**config.mk**
```make
export PLATFORM = sky130hd
export DESIGN_NAME = xbus_seq
export DESIGN_NICKNAME = d
export VERILOG_FILES = /design/src/rtl/xbus_seq.sv
export SDC_FILE = /design/constraint.sdc
export NUM_CORES = 1
export LEC_CHECK = 0
export BUFFER_PORTS_ARGS = -buffer_cell sky130_fd_sc_hd__buf_2
export CAP_MARGIN = 10
export CORE_ASPECT_RATIO = 0.6
export CORE_MARGIN = 5
export CORE_UTILIZATION = 50
export DETAILED_ROUTE_END_ITERATION = 12
export PLACE_DENSITY = 0.85
export SLEW_MARGIN = 0
export SYNTH_ARGS = -nofsm -noshare
export SYNTH_HDL_FRONTEND = slang
export SYNTH_SLANG_ARGS = --single-unit
```
**constraint.sdc**
```tcl
create_clock -name clk -period 3.1 [get_ports clk]
set_input_delay 0.155 -clock clk [delete_from_list [all_inputs] [get_ports clk]]
set_output_delay 0.155 -clock clk [all_outputs]
set_load 0.02 [all_outputs]
```
**src/rtl/xbus_seq.sv**
```systemverilog
module xbus_seq #(
  parameter int AW = 16,
  parameter int DW = 8
) (
  input  logic          clk,
  input  logic          rst,
  input  logic          req_valid,
  input  logic [1:0]    req_kind,
  input  logic          req_ext,
  input  logic [AW-1:0] req_addr,
  input  logic [DW-1:0] req_wdata,
  output logic          req_take,
  input  logic          aux_we,
  input  logic          aux_ale_off,
  output logic          ale,
  output logic          psen_n,
  output logic          rd_n,
  output logic          wr_n,
  output logic [DW-1:0] ad_out,
  output logic          ad_oe,
  input  logic [DW-1:0] ad_in,
  output logic [AW-DW-1:0] a_hi,
  output logic [DW-1:0] rdata,
  output logic          rdata_valid
);
  localparam int SLOT  = 6;
  localparam int DSLOT = 2 * SLOT;
  localparam int PH_W  = $clog2(DSLOT);
  localparam logic [PH_W-1:0] LAST_S = PH_W'(SLOT - 1);
  localparam logic [PH_W-1:0] LAST_D = PH_W'(DSLOT - 1);

  localparam logic [1:0] K_FETCH = 2'd0;
  localparam logic [1:0] K_READ  = 2'd1;
  localparam logic [1:0] K_WRITE = 2'd2;
  localparam logic [1:0] K_NONE  = 2'd3;

  logic [PH_W-1:0] ph_q;
  logic [1:0]      op_q;
  logic            ext_q;
  logic [AW-1:0]   addr_q;
  logic [DW-1:0]   wd_q;
  logic            quiet_q;

  logic is_fetch, is_rd, is_wr, is_data, bus_op;
  logic addr_ph, wdat_ph;

  assign is_fetch = ext_q && (op_q == K_FETCH);
  assign is_rd    = ext_q && (op_q == K_READ);
  assign is_wr    = ext_q && (op_q == K_WRITE);
  assign is_data  = is_rd || is_wr;
  assign bus_op   = is_fetch || is_data;

  assign req_take = (ph_q == (is_data ? LAST_D : LAST_S));

  always_ff @(posedge clk) begin
    if (rst) begin
      ph_q        <= LAST_S;
      op_q        <= K_NONE;
      ext_q       <= 1'b0;
      addr_q      <= '0;
      wd_q        <= '0;
      quiet_q     <= 1'b0;
      rdata       <= '0;
      rdata_valid <= 1'b0;
    end else begin
      if (aux_we) quiet_q <= aux_ale_off;
      rdata_valid <= 1'b0;
      if ((is_fetch && ph_q == PH_W'(5)) || (is_rd && ph_q == PH_W'(10))) begin
        rdata       <= ad_in;
        rdata_valid <= 1'b1;
      end
      if (req_take) begin
        ph_q <= '0;
        if (req_valid && req_kind != K_NONE) begin
          op_q  <= req_kind;
          ext_q <= req_ext;
          if (req_ext) begin
            addr_q <= req_addr;
            wd_q   <= req_wdata;
          end
        end else begin
          op_q  <= K_NONE;
          ext_q <= 1'b0;
        end
      end else begin
        ph_q <= ph_q + 1'b1;
      end
    end
  end

  assign addr_ph = (ph_q == PH_W'(1)) || (ph_q == PH_W'(2));
  assign wdat_ph = is_wr && (ph_q >= PH_W'(4)) && (ph_q <= PH_W'(11));

  assign ale    = ((ph_q == PH_W'(0)) || (ph_q == PH_W'(1))) && (!quiet_q || bus_op);
  assign psen_n = !(is_fetch && ph_q >= PH_W'(3) && ph_q <= PH_W'(5));
  assign rd_n   = !(is_rd && ph_q >= PH_W'(5) && ph_q <= PH_W'(10));
  assign wr_n   = !(is_wr && ph_q >= PH_W'(5) && ph_q <= PH_W'(10));
  assign ad_oe  = (bus_op && addr_ph) || wdat_ph;
  assign ad_out = wdat_ph ? wd_q : addr_q[DW-1:0];
  assign a_hi   = addr_q[AW-1:DW];

  AST_ALE_WIDTH: assert property (@(posedge clk) disable iff (rst)
    $rose(ale) |=> ale ##1 !ale);
  AST_ADDR_AROUND_FALL: assert property (@(posedge clk) disable iff (rst)
    ($fell(ale) && ad_oe) |-> $past(ad_oe) && $stable(ad_out));
  AST_PSEN_WIDTH: assert property (@(posedge clk) disable iff (rst)
    $fell(psen_n) |=> !psen_n ##1 !psen_n ##1 psen_n);
  AST_LANE_RELEASED: assert property (@(posedge clk) disable iff (rst)
    (!psen_n || !rd_n) |-> !ad_oe);
  AST_SKIP_PULSE: assert property (@(posedge clk) disable iff (rst)
    (!rd_n || !wr_n) |-> !ale);
  AST_RD_WIDTH: assert property (@(posedge clk) disable iff (rst)
    $fell(rd_n) |=> !rd_n ##1 !rd_n ##1 !rd_n ##1 !rd_n ##1 !rd_n ##1 rd_n);
  AST_WR_WIDTH: assert property (@(posedge clk) disable iff (rst)
    $fell(wr_n) |=> !wr_n ##1 !wr_n ##1 !wr_n ##1 !wr_n ##1 !wr_n ##1 wr_n);
  AST_STROBE_EXCL: assert property (@(posedge clk) disable iff (rst)
    !psen_n |-> (rd_n && wr_n));
  AST_WR_SETUP: assert property (@(posedge clk) disable iff (rst)
    $fell(wr_n) |-> $past(ad_oe) && $stable(ad_out));
  AST_WR_HOLD: assert property (@(posedge clk) disable iff (rst)
    $rose(wr_n) |-> ad_oe && $stable(ad_out));
  AST_HI_STABLE: assert property (@(posedge clk) disable iff (rst)
    (!psen_n || !rd_n || !wr_n) |-> $stable(a_hi));
  AST_RVALID_PULSE: assert property (@(posedge clk) disable iff (rst)
    rdata_valid |=> !rdata_valid);
endmodule

```
# Yosys cells after proc, flatten, opt, wreduce, memory -nomap -nowiden
# Index checks and enable logic that the tools add are counted.
# op_classes
addsub	1
n_mux	6
n_reduce_logical	31
eq_ne	8
order_cmp	6
# ops
operator	n
$logic_and 1x1->1	16
$ge 4x3->1 const B	2
$le 4x4->1 const B	2
$mux 8	1
$logic_or 1x1->1	7
$add 4x1->4 const B	1
$eq 4x1->1 const B	1
$eq 4x2->1 const B	1
$eq 4x3->1 const B	1
$eq 4x4->1	1
$eq 4x4->1 const B	1
$ge 4x2->1 const B	1
$le 4x3->1 const B	1
$logic_not 1->1	4
$logic_not 4->1	1
$mux 4	1
$mux 3	1
$reduce_and 3->1	1
$eq 2x1->1 const B	1
$eq 2x2->1 const B	1
$logic_not 2->1	1
$mux 1	2
$mux 2	1
$ne 2x2->1 const B	1
$reduce_or 2->1	1
# totals
input_bits	40
out_inout_bits	31
reg_bits	41

# Longest topological paths before layout
# Gate-level depths: netlist (run 1).
# depth
depth_word	6
ltp_mapped	7
depth_no_buf	5

# Least setup slack after synthesis (run 1)
# OpenSTA, ideal clock, no wires.
# synth_path
path_type	reg-to-output
from	register ph_q[1]
to	output port ale
path_buffers	0
arrival_time_ps	1835
path_stages_with_launch	5
setup_slack_ps	1110
required_ps	2945
cell_sequence	dfxtp_1 -> inv_1 -> ha_1 -> nor2_1 -> a2111oi_0
# synth_via
elab_chain_len	3
word_cells_on_any_way	4
cone_classes	1 x eq/ne; 3 x reduce/logical
# synth_rtl
element	line_no	rtl
start, declared	37	logic [PH_W-1:0] ph_q;
start signal, assigned	86	ph_q <= ph_q + 1'b1;
$eq 4x1->1 / $logic_not 4->1 (equally long branches)	94	assign ale = ((ph_q == PH_W'(0)) || (ph_q == PH_W'(1))) && (!quiet_q || bus_op);
$logic_or 1x1->1 *	94	
$logic_and 1x1->1 *	94	
end, declared	15	output logic ale,
# Mark *: on every way between the ends. The rest lies on a longest branch, timed or not.

# Final worst setup path (run 1)
# layout_path
from	register op_q[1]
to	output port ad_out[2]
# layout_via
elab_chain_len	5
# layout_rtl
element	line_no	rtl
start, declared	38	logic [1:0] op_q;
start signal, assigned	75	op_q <= req_kind;
$eq 2x2->1	49	assign is_wr = ext_q && (op_q == K_WRITE);
$logic_and 1x1->1	49	
$logic_and 1x1->1 (2 in a row)	92	assign wdat_ph = is_wr && (ph_q >= PH_W'(4)) && (ph_q <= PH_W'(11));
$mux 8	99	assign ad_out = wdat_ph ? wd_q : addr_q[DW-1:0];
end, declared	19	output logic [DW-1:0] ad_out,
# Every way passes these cells.

==> summary.md, run 1 <==
| Metric | Value |
|---|---|
| # Max-Cap Violations | `0` |
| Initial core utilization | `0.508` |
| Finished Core Util | `0.591` |
| Initial antenna violation count | `0` |
| Crit path max-delay family | `flip-flops` |
| Largest stage delay on the critical path | `0.42 ns` |
| CTS H-tree lvls | `2` |
| CP Max Fanout | `8` |
| Clock slew at reported path FFs | `0.07 ns` |
| CTS Hold Bufs | `0` |
| Cell Chain, Critical Path | `nor2b_1 > nand2_1 > a21oi_2 > mux2_2 > buf_2` |
| Met2 routed WL | `1930 um` |
| Vias | `1665` |
| Clock Skew | `0.00433 ns` |
| Root Driver | `clkbuf_8` |
| Startpoint Class | `flop` |
| Fin. max-slew vios | `0` |
| Detailed Routing Iterations Pass 1 | `4` |
| Synth Cell Area | `0.00205 mm2` |
| PwrDens | `463 mW/mm2` |
| Synth Warn # | `0` |
| Clk_lat worst skew | `0.28 ns` |
| Drt drc | `0` |
| CTS tree | `yes` |
| PortBufs | `70` |
| DIE WIDTH | `92.7 um` |
| Yosys cell types | `38` |
| Register area | `821 um2` |
| Post-DP HPWL | `3200 um` |
| First-pass GRT wire length | `6910 um` |
| Most common cell after layout, fill and taps aside | `nand2_1` |
| Syn_nets | `274` |
| Share of the synthesized area in the top cell type | `0.400` |
| Leak | `1.07 nW` |
| Initial DRC Count | `68` |
| Top Metal Used | `met4` |
| Min cycle time layout | `2.24 ns` |
| Worst setup EP type | `output pin` |
| Setup bufs post-CTS | `0` |
| Post-Syn Instances | `230` |
| Routed WL | `4240 um` |
| Final #Nets | `329` |
| Layout area overhead | `16.2%` |
| Setup CP Type | `reg -> out` |
| Final cell count without fillers | `334` |
| Post-synthesis sequential area ratio | `0.400` |
| Total Power | `1.10 mW` |
| Vias in the first global route | `1526` |
| Post-Place Cells | `328` |
| Most frequent cells in the layout | `nand2_1 (72), buf_2 (70), dfxtp_1 (41)` |
| Area of the die | `0.00552 mm2` |
| GRT Residual Overflow | `0` |
| Critical Path RT | `2.94 ns` |
| Num rows | `18` |
| Yosys top cell by area | `dfxtp_1` |
| Endpoints failing setup | `0` |
| Pin count of the biggest net entering global routing | `47` |
| # diodes | `0` |
| Max VDD drop | `0.260 mV` |
| Average size of a mapped cell | `8.91 um2` |
| GRT Overall Usage | `0.157` |
| Die H | `59.6 um` |
| Met1 Routed Length | `2070 um` |
| Synth top area cells | `dfxtp_1 (40%), mux2i_1 (18%), nand2_1 (13%)` |
| WL/cell | `12.7 um` |
| Fmax | `447 MHz` |
| Setup TNS | `0 ns` |
| WL met3 | `229 um` |
| CTS resizes | `0` |
| Slew of the pin with the lowest slew margin | `0.613 ns` |
| Fillers | `364` |
| HP Class | `in -> reg` |
| Vias/cell | `4.99` |
| Final Hold Violating Endpoints | `0` |
| CP arrival | `2.08 ns` |
| Worst path buffer plus inverter count | `1` |
| Clock sink count | `41` |
| Core box area | `0.00403 mm2` |
| Share of cells above drive strength 1 | `0.306` |
| Relative slew margins | `0.589` |
| Yosys reg bits | `41` |
| Multi-input combinational cell area | `0.00105 mm2` |
| Number of I/O pins | `71` |
| Routed Antenna Nets | `0` |
| Gpl congestion | `0.887` |
| Total CTS buffers | `5` |
| Crit share post-route | `0.722` |
| Clock buffer depth | `2` |
| CP max-delay cell | `dfxtp_1` |
| Status | `completed` |
| RSZ-0062 raised after global routing | `no` |
## metrics by stage
stage               area [um2]  worst slack [ns]  hold WS [ns]
CTS                       2380             0.847         0.102
global placement          2310              1.24         0.388
detailed placement        2310              1.16         0.401
floorplan                 2050              1.11         0.297
global route              2380             0.726        0.0975
finish                    2380             0.860         0.113
## worst min-delay path, stage by stage
cell	delay, ns
buf_2	0.07
mux2i_1	0.05
nor2_1	0.07
## metal layers
metal	up-vias	global-route usage
met3	2	0.0431
met5	-	0
met2	47	0.257
met1	752	0.206
li1	864	-
met4	0	0.0438
## Yosys cell counts (all sizes together)
| cell type | count |
|---|---|
| nor4 | 1 |
| nand4b | 1 |
| clkbuf | 9 |
| o2111ai | 1 |
| ha | 4 |
| mux2i | 36 |
| a211oi | 2 |
| clkinv | 1 |
| nor2b | 2 |
| dfxtp | 41 |
| inv | 4 |
| and2b | 1 |
| buf | 14 |
| o32ai | 1 |
| a2111oi | 1 |
| and2 | 2 |
| nand4bb | 1 |
| nor2 | 7 |
| nand2 | 72 |
| nor3b | 4 |
| nand3 | 2 |
| o21a | 1 |
| mux2 | 9 |
| or3 | 1 |
| xor2 | 1 |
| o22ai | 2 |
| xnor2 | 1 |
| o21ai | 1 |
| o2bb2ai | 1 |
| a21oi | 3 |
| o31ai | 1 |
| nand2b | 2 |
## layout make-up
cell class	count	share of cell area
Clock buffer	5	0.0289
Tap cell	50	0.0263
Inverter	5	0.00788
Timing Repair Buffer	71	0.150
Clock inverter	1	0.00210
Sequential cell	41	0.345
Multi-Input combinational cell	161	0.440
## cell families (layout without fill, tap and decap cells)
logic type               after synthesis  in the layout  share of synthesized area
multiplexers                          45             45                      0.227
AND/OR/NAND/NOR                       96             96                      0.202
AO/OA/AOI/OAI                         14             14                     0.0495
adder cells (fa/ha/maj)                4              4                     0.0244
flip-flops                            41             41                      0.400
XOR/XNOR                               2              2                    0.00855
buffers and inverters                 28             82                     0.0879
## flip-flops by register name, summed over array words and instances, names as in the netlist
register     count
ext_q            1
ph_q             4
wd_q             8
rdata_valid      1
rdata            8
quiet_q          1
addr_q          16
op_q             2
## final timing paths
kind	startpoint	end	slack, ns	depth (start not counted)
max	op_q[1]$_SDFFE_PP1N_	ad_out[2]	0.86	5
min	aux_ale_off	quiet_q$_SDFFE_PP0P_	0.11	3
max reg2reg	ph_q[2]$_SDFF_PP1_	addr_q[4]$_SDFFE_PP0P_	1.35	4
min reg2reg	wd_q[5]$_SDFFE_PP0P_	wd_q[5]$_SDFFE_PP0P_	0.45	2
## where the power goes
part / internal (mW) / leakage (nW) / switching [mW] / total [mW]
combinational: 0.0905 / 0.695 / 0.116 / 0.207
sequential: 0.554 / 0.333 / 0.0314 / 0.585
clock: 0.148 / 0.0399 / 0.162 / 0.310
total: 0.793 / 1.07 / 0.309 / 1.10
Note: power is estimated with default switching activity, not from simulation.
==> run 2: changes to the inputs <==
Clock period 3.1 ns to 2.2 ns, I/O delays scaled along.
==> run 2 against run 1 <==
  * Utilization grew 2.3 points
  * Non-clock buffer count grew 3
  * First-iteration DRC count is the same
  * Count of clock-buffer cells in the layout unchanged
  * Final cell count increased by 1.5%
  * Highest routed layer unchanged
==> summary.md, run 2 (same netlist as run 1, synthesis figures left out) <==
| Metric | Value |
|---|---|
| CP Max Fanout | `10 (+2)` |
| CP arrival | `1.96 ns (-0.12 ns)` |
| Min cycle time layout | `2.07 ns` |
| # diodes | `0 (unchanged)` |
| Num rows | `18 (unchanged)` |
| Startpoint Class | `flop` |
| Largest register by flop count | `addr_q` |
| Detailed Routing Iterations Pass 1 | `4 (unchanged)` |
| Clock Skew | `0.00363 ns (-0.000700 ns)` |
| Initial core utilization | `0.508 (unchanged)` |
| Critical Path RT | `2.09 ns (-0.85 ns)` |
| HP Class | `in -> reg` |
| Max VDD drop | `0.471 mV (+81%)` |
| Worst setup EP type | `output pin` |
| Cell Chain, Critical Path | `nand2b_1 > a21oi_4 > mux2_2 > buf_2` |
| Clk_lat worst skew | `0.29 ns (about the same)` |
| Most common cell after layout, fill and taps aside | `nand2_1` |
| Total CTS buffers | `5 (unchanged)` |
| Initial DRC Count | `68 (unchanged)` |
| Slew of the pin with the lowest slew margin | `0.529 ns (-0.0841 ns)` |
| Finished Core Util | `0.614 (+0.0230)` |
| Setup CP Type | `reg -> out` |
| Share of cells above drive strength 1 | `0.322 (+0.0155)` |
| Endpoints failing setup | `0 (unchanged)` |
| Die H | `59.6 um (unchanged)` |
| Clock sink count | `41 (unchanged)` |
| Leak | `1.11 nW (+4.3%)` |
| Final cell count without fillers | `339 (+1.5%)` |
| Routed WL | `4480 um (+5.5%)` |
| Pin count of the biggest net entering global routing | `51 (+8.5%)` |
| Crit path max-delay family | `flip-flops` |
| CTS H-tree lvls | `2 (unchanged)` |
| Crit share post-route | `0.942` |
| Final Hold Violating Endpoints | `0 (unchanged)` |
| CTS Hold Bufs | `0 (unchanged)` |
| Vias/cell | `4.94 (-0.82%)` |
| Drt drc | `0 (unchanged)` |
| Final #Nets | `332 (+0.91%)` |
| Vias | `1676 (+0.66%)` |
| Routed Antenna Nets | `0 (unchanged)` |
| Post-Place Cells | `331 (+0.91%)` |
| Biggest registers after layout | `addr_q (16), rdata (8), wd_q (8)` |
| PwrDens | `746 mW/mm2 (+61%)` |
| Fmax | `482 MHz` |
| DIE WIDTH | `92.7 um (unchanged)` |
| Post-DP HPWL | `3320 um (+3.8%)` |
| # Max-Cap Violations | `0 (unchanged)` |
| Gpl congestion | `0.861 (-2.9%)` |
| PortBufs | `70 (unchanged)` |
| Largest register FFs | `16 (unchanged)` |
| GRT Residual Overflow | `0 (unchanged)` |
| Area of the die | `0.00552 mm2 (unchanged)` |
| Layout area overhead | `20.8%` |
| Setup TNS | `0 ns (unchanged)` |
| Worst path buffer plus inverter count | `1 (unchanged)` |
| Fin Hold WS | `0.0573 ns (-0.0554 ns)` |
| Largest stage delay on the critical path | `0.52 ns (+0.10 ns)` |
| First-pass GRT wire length | `7480 um (+8.2%)` |
| Fillers | `374 (+2.7%)` |
| Fin. max-slew vios | `0 (unchanged)` |
| Most frequent cells in the layout | `nand2_1 (72), buf_2 (70), dfxtp_1 (41)` |
| GRT Overall Usage | `0.171 (+0.0147)` |
| CP max-delay cell | `dfxtp_1` |
| Clock slew at reported path FFs | `0.08 ns (about the same)` |
| Status | `completed` |
| Root Driver | `clkbuf_8` |
| CTS tree | `yes` |
| WL/cell | `13.2 um (+4.0%)` |
| Number of I/O pins | `71 (unchanged)` |
| Core box area | `0.00403 mm2 (unchanged)` |
| Clock buffer depth | `2 (unchanged)` |
| Vias in the first global route | `1648 (+8.0%)` |
| Initial antenna violation count | `0 (unchanged)` |
| Setup bufs post-CTS | `0 (unchanged)` |
| Relative slew margins | `0.647 (+0.0586)` |
-- run 2: cell types whose count changed in the layout (fill, tap and decap cells not counted), sizes merged --
cell    delta
bufinv     +2
buf        +3
-- run 2: cell type report --
class | count | area [um2] | area share
multi-input combinational | 161 | 1060 | 0.428
sequential | 41 | 821 | 0.332
timing repair buffer | 74 | 380 | 0.154
clock buffer | 5 | 68.8 | 0.0278
clock inverter | 3 | 65.1 | 0.0263
tap | 50 | 62.6 | 0.0253
inverter | 5 | 18.8 | 0.00758
-- run 2: final timing paths --
check	from	endpoint	slack [ns]	depth (start not counted)
worst max-delay path	ph_q[2]$_SDFF_PP1_	ad_out[3]	0.13	4
worst max register to register	ph_q[2]$_SDFF_PP1_	rdata[0]$_SDFFE_PP0P_	0.40	4
worst min register to register	addr_q[12]$_SDFFE_PP0P_	addr_q[12]$_SDFFE_PP0P_	0.46	2
worst min-delay path	ad_in[4]	rdata[4]$_SDFFE_PP0P_	0.06	3
-- run 2: stage by stage --
step	cell area, um2	worst slack, ns	power (mW)
5_1_grt	2470	-0.0223	1.94
4_1_cts	2470	0.0682	1.86
3_3_place_gp	2330	0.391	1.14
3_5_place_dp	2330	0.302	1.15
2_1_floorplan	2050	0.255	1.07
6_report	2470	0.127	1.85
-- run 2: worst reg2reg max path: cells and delay by family, from the launching register on --
kind | cells | cell delay (ns)
AO/OA/AOI/OAI | 1 | 0.48
multiplexers | 1 | 0.26
flip-flops | 1 | 0.52
AND/OR/NAND/NOR | 2 | 0.48
-- run 2: power breakdown --
part	internal (mW)	switching [mW]
clock network	0.451	0.260
logic	0.137	0.174
registers	0.780	0.0439
-- run 2: routing by layer --
layer	wire length, um	share of wire	global-route usage	up-vias
li1	-	-	-	870
met1	2190	0.49	0.224	765
met2	2050	0.46	0.280	39
met3	230	0.051	0.0584	2
met4	8	0.0018	0.0334	0
met5	0	0	0	-
-- run 2: repair_timing --
item / in CTS / in global routing
gates resized for setup: 1 / 1
setup endpoints to repair: 8 / 8
cloned: 0 / 0
hold endpoints to repair: 0 / 0
==> run 3: changes to the inputs <==
Settings changed: CTS_BUF_LIST set to sky130_fd_sc_hd__clkbuf_16, CTS_CLUSTER_SIZE set to 25.
==> run 3 against run 2 <==
  * Critical endpoint unchanged
  * Sequential power about the same
  * Via count grew 1.0%
  * Clock skew about the same
  * Final cell count stayed put
  * Non-clock buffer count did not move
==> summary.md, run 3 (same netlist as run 1, synthesis figures left out) <==
| Metric | Value |
|---|---|
| Fin Hold WS | `0.0725 ns (+0.0151 ns)` |
| Status | `completed` |
| Die H | `59.6 um (unchanged)` |
| Share of cells above drive strength 1 | `0.322 (unchanged)` |
| Core box area | `0.00403 mm2 (unchanged)` |
| CP arrival | `1.94 ns (-0.02 ns)` |
| GRT Residual Overflow | `0 (unchanged)` |
| Clock Skew | `0.00368 ns (+0.0000467 ns)` |
| Routed WL | `4510 um (+0.71%)` |
| Initial antenna violation count | `0 (unchanged)` |
| Clock buffer depth | `2 (unchanged)` |
| Vias/cell | `4.99 (+1.0%)` |
| PortBufs | `70 (unchanged)` |
| Final Hold Violating Endpoints | `0 (unchanged)` |
| CP max-delay cell | `dfxtp_1` |
| Detailed Routing Iterations Pass 1 | `4 (unchanged)` |
| GRT Overall Usage | `0.173 (+0.00138)` |
| Largest stage delay on the critical path | `0.51 ns (about the same)` |
| Layout area overhead | `23.5%` |
| Gpl congestion | `0.861 (unchanged)` |
| # diodes | `0 (unchanged)` |
| Final cell count without fillers | `339 (unchanged)` |
| Min cycle time layout | `2.05 ns (-0.0242 ns)` |
| Leak | `1.14 nW (+2.3%)` |
| Biggest registers after layout | `addr_q (16), rdata (8), wd_q (8)` |
| RSZ-0062 raised after global routing | `no` |
| Place WS | `0.302 ns (unchanged)` |
| PnR worst setup slack | `0.151 ns (+0.0242 ns)` |
| Root Driver | `clkbuf_16` |
| Worst setup EP type | `output pin` |
| Endpoints failing setup | `0 (unchanged)` |
| Relative slew margins | `0.647 (about the same)` |
| Worst path buffer plus inverter count | `1 (unchanged)` |
| Fmax | `488 MHz (+1.2%)` |
| Num rows | `18 (unchanged)` |
| CTS H-tree lvls | `2 (unchanged)` |
| Most common cell after layout, fill and taps aside | `nand2_1` |
| Vias in the first global route | `1653 (+0.30%)` |
| Initial core utilization | `0.508 (unchanged)` |
| Initial DRC Count | `57 (-16%)` |
| Critical Path RT | `2.09 ns (about the same)` |
| CTS tree | `yes` |
| Vias | `1693 (+1.0%)` |
| Post-DP HPWL | `3320 um (unchanged)` |
| HP Class | `in -> reg` |
| Routed Antenna Nets | `0 (unchanged)` |
| Pin count of the biggest net entering global routing | `51 (unchanged)` |
| Drt drc | `0 (unchanged)` |
| Clock sink count | `41 (unchanged)` |
| Startpoint Class | `flop` |
| Number of I/O pins | `71 (unchanged)` |
| Setup CP Type | `reg -> out` |
| Crit path max-delay family | `flip-flops` |
| First-pass GRT wire length | `7490 um (+0.19%)` |
| Area of the die | `0.00552 mm2 (unchanged)` |
| DIE WIDTH | `92.7 um (unchanged)` |
| Setup bufs post-CTS | `0 (unchanged)` |
| Clk_lat worst skew | `0.28 ns (about the same)` |
| Fin. max-slew vios | `0 (unchanged)` |
| Clock slew at reported path FFs | `0.06 ns (-0.02 ns)` |
| WL/cell | `13.3 um (+0.71%)` |
| Largest register by flop count | `addr_q` |
| Setup TNS | `0 ns (unchanged)` |
| Crit share post-route | `0.932 (-0.0110)` |
| Post-Place Cells | `331 (unchanged)` |
| Fillers | `365 (-2.4%)` |
| Slew of the pin with the lowest slew margin | `0.530 ns (+0.000520 ns)` |
| Max VDD drop | `0.566 mV (+20%)` |
| Most frequent cells in the layout | `nand2_1 (72), buf_2 (70), dfxtp_1 (41)` |
| Cell Chain, Critical Path | `nand2b_1 > a21oi_4 > mux2_2 > buf_2` |
| Final #Nets | `332 (unchanged)` |
| Largest register FFs | `16 (unchanged)` |
| # Max-Cap Violations | `0 (unchanged)` |
| CP Max Fanout | `10 (unchanged)` |
| PwrDens | `815 mW/mm2 (+9.4%)` |
| Total CTS buffers | `5 (unchanged)` |
-- run 3: cell count changes in the layout (fill, tap and decap cells not counted) --
cell / delta
clkbuf_8: -5
clkbuf_16: +5
-- run 3: area by class of cell --
| type | instances | area, um2 | area share |
|---|---|---|---|
| Clock buffer | 5 | 125 | 0.0494 |
| Clock inverter | 3 | 65.1 | 0.0257 |
| Inverter | 5 | 18.8 | 0.00741 |
| Multi-Input combinational cell | 161 | 1060 | 0.418 |
| Sequential cell | 41 | 821 | 0.324 |
| Tap cell | 50 | 62.6 | 0.0247 |
| Timing Repair Buffer | 74 | 380 | 0.150 |
-- run 3: power breakdown --
group / switching, mW / leakage [nW] / total [mW] / internal (mW)
Sequential: 0.0439 / 0.333 / 0.825 / 0.782
Clock: 0.280 / 0.0938 / 0.927 / 0.647
Combinational: 0.174 / 0.713 / 0.311 / 0.137
Total: 0.498 / 1.14 / 2.06 / 1.57
-- run 3: worst paths after layout --
path,cells past startpoint,to,start,slack [ns]
hold reg to reg,2,addr_q[12]$_SDFFE_PP0P_,addr_q[12]$_SDFFE_PP0P_,0.45
setup reg to reg,4,rdata[0]$_SDFFE_PP0P_,ph_q[2]$_SDFF_PP1_,0.41
hold / removal,3,quiet_q$_SDFFE_PP0P_,aux_ale_off,0.07
setup / recovery,4,ad_out[3],ph_q[2]$_SDFF_PP1_,0.15
-- run 3: routing by layer --
| metal | GRT usage | wire length (um) | vias up |
|---|---|---|---|
| met5 | 0 | 0 | - |
| met4 | 0.0585 | 51 | 0 |
| met3 | 0.0470 | 232 | 5 |
| met2 | 0.280 | 2020 | 41 |
| met1 | 0.225 | 2200 | 774 |
| li1 | - | - | 873 |
-- run 3: timing repair --
action / 4_1_cts / 5_1_grt
setup endpoints to repair: 8 / 8
hold buffers: 0 / 0
cloned: 0 / 0
resized for setup: 1 / 1
-- run 3: worst register-to-register path: cells and delay by family (launching register included) --
family           cells  cell delay, ns
multiplexers         1            0.26
AND/OR/NAND/NOR      2            0.47
flip-flops           1            0.51
AO/OA/AOI/OAI        1            0.48
-- run 3: through the flow --
step                      instance area [um2]   util  power [mW]
after floorplan                          2050      -        1.07
after global placement                   2330  0.578        1.14
after detailed placement                 2330  0.578        1.15
after CTS                                2530  0.627        2.08
after global routing                     2530  0.628        2.15
final                                    2530  0.628        2.06
